File: src/rtl/wpq_pkg.sv
package wpq_pkg;
  localparam int unsigned ADDR_W    = 32;
  localparam int unsigned DATA_W    = 32;
  localparam int unsigned MAX_BURST = 8;
  localparam int unsigned LEN_W     = $clog2(MAX_BURST);

  typedef struct packed {
    logic [ADDR_W-1:0] addr;
    logic [LEN_W-1:0]  len;
  } wpq_aent_t;
endpackage

File: src/rtl/wpq_fifo.sv
module wpq_fifo #(
  parameter int unsigned W     = 32,
  parameter int unsigned DEPTH = 16
) (
  input  logic                         clk,
  input  logic                         rst,
  input  logic                         push,
  input  logic [W-1:0]                 wdata,
  input  logic                         pop,
  output logic [W-1:0]                 rdata,
  output logic [$clog2(DEPTH+1)-1:0]   count,
  output logic                         full,
  output logic                         empty,
  output logic                         push_ok,
  output logic                         ovf
);
  localparam int unsigned PW = (DEPTH > 1) ? $clog2(DEPTH) : 1;
  localparam int unsigned CW = $clog2(DEPTH+1);

  logic [W-1:0]  mem [DEPTH];
  logic [PW-1:0] wr_ptr, rd_ptr;
  logic          pop_ok;

  assign full    = (count == CW'(DEPTH));
  assign empty   = (count == '0);
  assign push_ok = push & ~full;
  assign pop_ok  = pop & ~empty;

  // storage without reset so it maps to distributed RAM
  always_ff @(posedge clk) begin
    if (push_ok) mem[wr_ptr] <= wdata;
  end

  assign rdata = mem[rd_ptr];

  function automatic logic [PW-1:0] ptr_inc(input logic [PW-1:0] p);
    if (p == PW'(DEPTH-1)) ptr_inc = '0;
    else                   ptr_inc = p + 1'b1;
  endfunction

  always_ff @(posedge clk) begin
    if (rst) begin
      wr_ptr <= '0;
      rd_ptr <= '0;
      count  <= '0;
      ovf    <= 1'b0;
    end else begin
      if (push_ok) wr_ptr <= ptr_inc(wr_ptr);
      if (pop_ok)  rd_ptr <= ptr_inc(rd_ptr);
      case ({push_ok, pop_ok})
        2'b10:   count <= count + 1'b1;
        2'b01:   count <= count - 1'b1;
        default: count <= count;
      endcase
      if (push & full) ovf <= 1'b1;
    end
  end
endmodule

File: src/rtl/wpq_ready.sv
module wpq_ready #(
  parameter int unsigned ACW      = 3,
  parameter int unsigned DCW      = 5,
  parameter int unsigned A_LIM    = 2,
  parameter int unsigned D_LIM_HI = 4,
  parameter int unsigned D_LIM_LO = 6
) (
  input  logic           clk,
  input  logic           rst,
  input  logic [ACW-1:0] a_cnt,
  input  logic [DCW-1:0] d_cnt,
  input  logic           a_push_ok,
  input  logic           d_push_ok,
  output logic           rdy_n
);
  logic blk_addr, blk_two, blk_one, blk;

  always_comb begin
    blk_addr = (a_cnt > ACW'(A_LIM)) || ((a_cnt == ACW'(A_LIM)) && a_push_ok);
    blk_two  = (a_cnt >= ACW'(A_LIM)) &&
               ((d_cnt > DCW'(D_LIM_HI)) || ((d_cnt == DCW'(D_LIM_HI)) && d_push_ok));
    blk_one  = (a_cnt == ACW'(1)) &&
               ((d_cnt > DCW'(D_LIM_LO)) || ((d_cnt == DCW'(D_LIM_LO)) && d_push_ok));
    blk      = blk_addr | blk_two | blk_one;
  end

  always_ff @(posedge clk) begin
    if (rst) rdy_n <= 1'b0;
    else     rdy_n <= blk;
  end
endmodule

File: src/rtl/wr_post_queue.sv
module wr_post_queue
  import wpq_pkg::*;
#(
  parameter int unsigned ADEPTH = 4,
  parameter int unsigned DDEPTH = 16
) (
  input  logic              clk,
  input  logic              rst,
  input  logic              wa_push,
  input  logic [ADDR_W-1:0] wa_addr,
  input  logic [LEN_W-1:0]  wa_len,
  input  logic              wd_push,
  input  logic [DATA_W-1:0] wd_data,
  output logic              wr_rdy_n,
  input  logic              rd_pop,
  output logic              rd_addr_vld,
  output logic [ADDR_W-1:0] rd_addr,
  output logic [LEN_W-1:0]  rd_len,
  output logic              rd_data_vld,
  output logic [DATA_W-1:0] rd_data,
  output logic              rd_last,
  output logic              ovf_addr,
  output logic              ovf_data
);
  localparam int unsigned ACW = $clog2(ADEPTH+1);
  localparam int unsigned DCW = $clog2(DDEPTH+1);
  localparam int unsigned AEW = $bits(wpq_aent_t);

  wpq_aent_t      a_in, a_head;
  logic [AEW-1:0] a_head_raw;
  logic [ACW-1:0] a_cnt;
  logic [DCW-1:0] d_cnt;
  logic           a_full, a_empty, a_push_ok;
  logic           d_full, d_empty, d_push_ok;
  logic           pop_acc, a_pop;
  logic [LEN_W-1:0] beat;

  assign a_in.addr = wa_addr;
  assign a_in.len  = wa_len;

  wpq_fifo #(.W(AEW), .DEPTH(ADEPTH)) u_aq (
    .clk(clk), .rst(rst), .push(wa_push), .wdata(a_in), .pop(a_pop),
    .rdata(a_head_raw), .count(a_cnt), .full(a_full), .empty(a_empty),
    .push_ok(a_push_ok), .ovf(ovf_addr)
  );

  wpq_fifo #(.W(DATA_W), .DEPTH(DDEPTH)) u_dq (
    .clk(clk), .rst(rst), .push(wd_push), .wdata(wd_data), .pop(pop_acc),
    .rdata(rd_data), .count(d_cnt), .full(d_full), .empty(d_empty),
    .push_ok(d_push_ok), .ovf(ovf_data)
  );

  assign a_head = wpq_aent_t'(a_head_raw);

  // one word leaves per accepted pop; the address goes with the final word
  assign pop_acc = rd_pop & ~a_empty & ~d_empty;
  assign rd_last = (beat == a_head.len);
  assign a_pop   = pop_acc & rd_last;

  always_ff @(posedge clk) begin
    if (rst)          beat <= '0;
    else if (pop_acc) beat <= rd_last ? '0 : beat + 1'b1;
  end

  assign rd_addr_vld = ~a_empty;
  assign rd_data_vld = ~d_empty;
  assign rd_addr     = a_head.addr;
  assign rd_len      = a_head.len;

  wpq_ready #(.ACW(ACW), .DCW(DCW)) u_rdy (
    .clk(clk), .rst(rst), .a_cnt(a_cnt), .d_cnt(d_cnt),
    .a_push_ok(a_push_ok), .d_push_ok(d_push_ok), .rdy_n(wr_rdy_n)
  );

  logic unused_full;
  assign unused_full = a_full ^ d_full;
endmodule

File: config.mk
export PLATFORM = sky130hd
export DESIGN_NAME = wr_post_queue
export DESIGN_NICKNAME = d
export VERILOG_FILES = /design/src/rtl/wpq_pkg.sv /design/src/rtl/wpq_fifo.sv /design/src/rtl/wpq_ready.sv /design/src/rtl/wr_post_queue.sv
export SDC_FILE = /design/constraint.sdc
export NUM_CORES = 1
export LEC_CHECK = 0
export ABC_CLOCK_PERIOD_IN_PS = 9100
export BUFFER_PORTS_ARGS = -buffer_cell sky130_fd_sc_hd__buf_2
export CAP_MARGIN = 30
export CORE_UTILIZATION = 55
export CTS_CLUSTER_DIAMETER = 40
export DETAILED_ROUTE_END_ITERATION = 16
export PLACE_DENSITY_LB_ADDON = 0.1
export SLEW_MARGIN = 0
export SYNTH_ARGS = -nofsm -noshare
export SYNTH_HDL_FRONTEND = slang
export SYNTH_SLANG_ARGS = --single-unit
File: constraint.sdc
create_clock -name clk -period 9.1 [get_ports clk]
set_input_delay 0.455 -clock clk [delete_from_list [all_inputs] [get_ports clk]]
set_output_delay 0.455 -clock clk [all_outputs]
set_load 0.01 [all_outputs]
==> metrics.txt <==
outcome=finished, final reports clean; CTS root buffer=clkbuf_16; # H-tree levels=3; vias per cell=5.97; Layout Nets=1411; Net Sw Power=1.58 mW; Tcrit/Tclk final=0.445; main area contributors after synthesis=edfxtp_1 75%, mux4_2 17%, dfxtp_1 2.5%, ha_1 1.0%, nor2_1 0.46%; unrepaired setup endpoints after global routing=no; Comb pwr share=0.071; CP endpoint kind=output pin; sequential power share=0.480; Setup Buffers After CTS=0; max_cap viols=0; internal power=5.84 mW; initial antenna violation count=5; library cells used by synthesis=46; Lkg Pwr=9.82 nW; met1 usage=0.299; CP Launch Type=flop; fillers=3024; global-route wire length before repair=77300 um; CP arrival=3600 ps; Residual DRC=0; Post-synth EDFFs=652; routed via count=11900; hold_buf cts=0; final setup skew=32.6 ps; setup TNS=0 ps; Die Wd=219 um; Switching Share=0.213; Crit Path Class=flop to output pin; Syn Std Cell Area=26000 um2; vias in the first global route=12800; port bufs=144; CTS Sinks=684; asr flop ratio synth=0; grt ovf=0; worst slew pin tran=887 ps; Post-Route WL=51700 um; row cnt=79; Fin Hold WS=57.4 ps; Tmin final=4050 ps; Avg Cell Area, Syn=23.5 um2; synthesized flop and latch total=684; largest net degree at the start of global routing=56; Non-Filler Instances=1995; cts repair resizes=0; DR WL/cell=25.9 um; pwr dens=243 nW/um2; Top Usage Layer GRT=met2; Placer Congestion=0.695; top-area cell type share of the netlist area=0.753; post-synthesis sequential area ratio=0.777; final setup vio count=0; Final Slew Violations=0; TritonCTS clock tree=built; DIE HEIGHT=219 um; layout cells sized above 1=0.385; met2 usage=0.370; top_reg_cell synth=edfxtp_1; clock share of power=0.449; placed insts=1838; Post-Syn Instances=1108; Mapped Nets=1201; clk_lat worst skew=620 ps; HPWL Detailed=27100 um; Final Hold Fails=0; area leader, netlist=edfxtp_1; post-route ant nets=0; Area Overhead vs Synth=17.3%; drt first pass iters=7; initial cell density of the core=0.559; Warnings, synthesis=0; VDD IR-drop max=0.183 mV; Initial DRC Count=922; Max Fclk=247 MHz; Max FO, Critical Path=42; Min-Delay Path Class=input port to flop; Num CTS Buffers=85; die area=48200 um2; core area=46600 um2; Slew Limit Headroom=0.409; Max Root-Sink Buffers=3; met3 Track Usage GR=0.0491; IO Count=145; clock-pin slew on the worst setup and hold paths=60 ps; GRT Overall Usage=0.224; Worst Path Required=8650 ps
[per-layer routing]
layer	wire (um)	up-vias
met5	38	-
met4	1060	6
met3	3030	84
met2	26300	320
met1	21300	6355
li1	-	5138
[worst paths after layout]
path,depth (start not counted),slack (ps),start,end
max,4,5050,flop,rd_data[18]
min reg2reg,2,480,u_dq.ovf$_SDFFE_PP0P_,u_dq.ovf$_SDFFE_PP0P_
min,1,60,wa_addr[31],u_aq.mem[3][34]$_DFFE_PP_
max reg2reg,11,5810,u_dq.count[2]$_SDFFE_PP0P_,u_dq.count[4]$_SDFFE_PP0P_
[per-stage QoR]
step	util	setup slack (ps)	cell area (um2)	power [mW]
after floorplan	-	5430	26000	3.98
after global placement	0.593	5420	27600	4.15
after detailed placement	0.594	5540	27700	4.17
after CTS	0.655	4900	30500	7.50
after global routing	0.655	4760	30500	7.67
final	0.655	5050	30500	7.43
[final cells by class]
type	instances	area, um2	share of cell area
repair buffers	175	993	0.0326
clock buffers	97	2240	0.0733
inverters	13	53.8	0.00176
multi-input cells	359	5610	0.184
well taps	607	759	0.0249
flip-flops and latches	684	20200	0.663
clock inverters	58	619	0.0203
diodes	2	5.00	0.000164
[power groups by stage]
| stage | combinational, mW | sequential [mW] | clock (mW) |
|---|---|---|---|
| after floorplan | 0.380 | 3.60 | 0 |
| after global placement | 0.521 | 3.63 | 0 |
| after detailed placement | 0.535 | 3.63 | 0 |
| after CTS | 0.537 | 3.57 | 3.40 |
| after global routing | 0.573 | 3.58 | 3.52 |
| final | 0.525 | 3.57 | 3.33 |
[placed cells by master (no fill, tap or decap), types with 4 or more instances in the layout]
cell type	netlist	final
a21oi_1	17	17
and3_1	5	5
buf_2	18	144
buf_4	1	29
bufinv_16	0	10
clkbuf_1	29	9
clkbuf_16	0	88
clkinv_1	0	13
clkinv_2	0	11
clkinv_4	0	8
clkinvlp_4	0	4
dfxtp_1	32	27
edfxtp_1	652	652
ha_1	21	21
inv_1	11	11
inv_6	0	10
mux2i_1	4	4
mux4_2	195	195
nand2_1	22	22
nand2b_1	4	4
nand3_1	6	6
nor2_1	32	20
nor2_4	0	12
nor3_2	0	4
o21ai_0	8	8
xor2_1	8	8
[cell usage after synthesis, types with 2 or more instances]
| library cell | number |
|---|---|
| a21oi_1 | 17 |
| a31oi_1 | 2 |
| and3_1 | 5 |
| buf_1 | 3 |
| buf_2 | 18 |
| clkbuf_1 | 29 |
| dfxtp_1 | 32 |
| edfxtp_1 | 652 |
| ha_1 | 21 |
| inv_1 | 11 |
| inv_4 | 2 |
| mux2i_1 | 4 |
| mux4_2 | 195 |
| nand2_1 | 22 |
| nand2b_1 | 4 |
| nand3_1 | 6 |
| nand3b_1 | 3 |
| nor2_1 | 32 |
| nor3_1 | 6 |
| nor3b_1 | 2 |
| o21ai_0 | 8 |
| xnor2_1 | 3 |
| xor2_1 | 8 |
[sequential cells by signal, indices dropped and copies added, names as in the netlist, named ones only]
name / cells
u_dq.mem: 512
u_aq.mem: 140
u_dq.count: 5
u_dq.rd_ptr: 4
u_dq.wr_ptr: 4
beat: 3
u_aq.count: 3
u_aq.rd_ptr: 2
u_aq.wr_ptr: 2
u_aq.ovf: 1
u_dq.ovf: 1
u_rdy.rdy_n: 1
[cell families after synthesis]
kind of cell | Yosys count | synth area share
xor gates and xnor gates | 11 | 0.00370
muxes | 200 | 0.171
AOI/OAI and AO/OA | 39 | 0.0102
buffers and inverters | 65 | 0.0109
DFF | 684 | 0.777
adders and majority gates | 21 | 0.0101
and+or+nand+nor | 88 | 0.0167
[worst max-delay path: stages, from the launching register on]
cell and delay (ps):
dfxtp_4 820, buf_4 810, mux4_2 600, mux4_2 540
buf_2 170
Note: power is estimated with default switching activity, not from simulation.
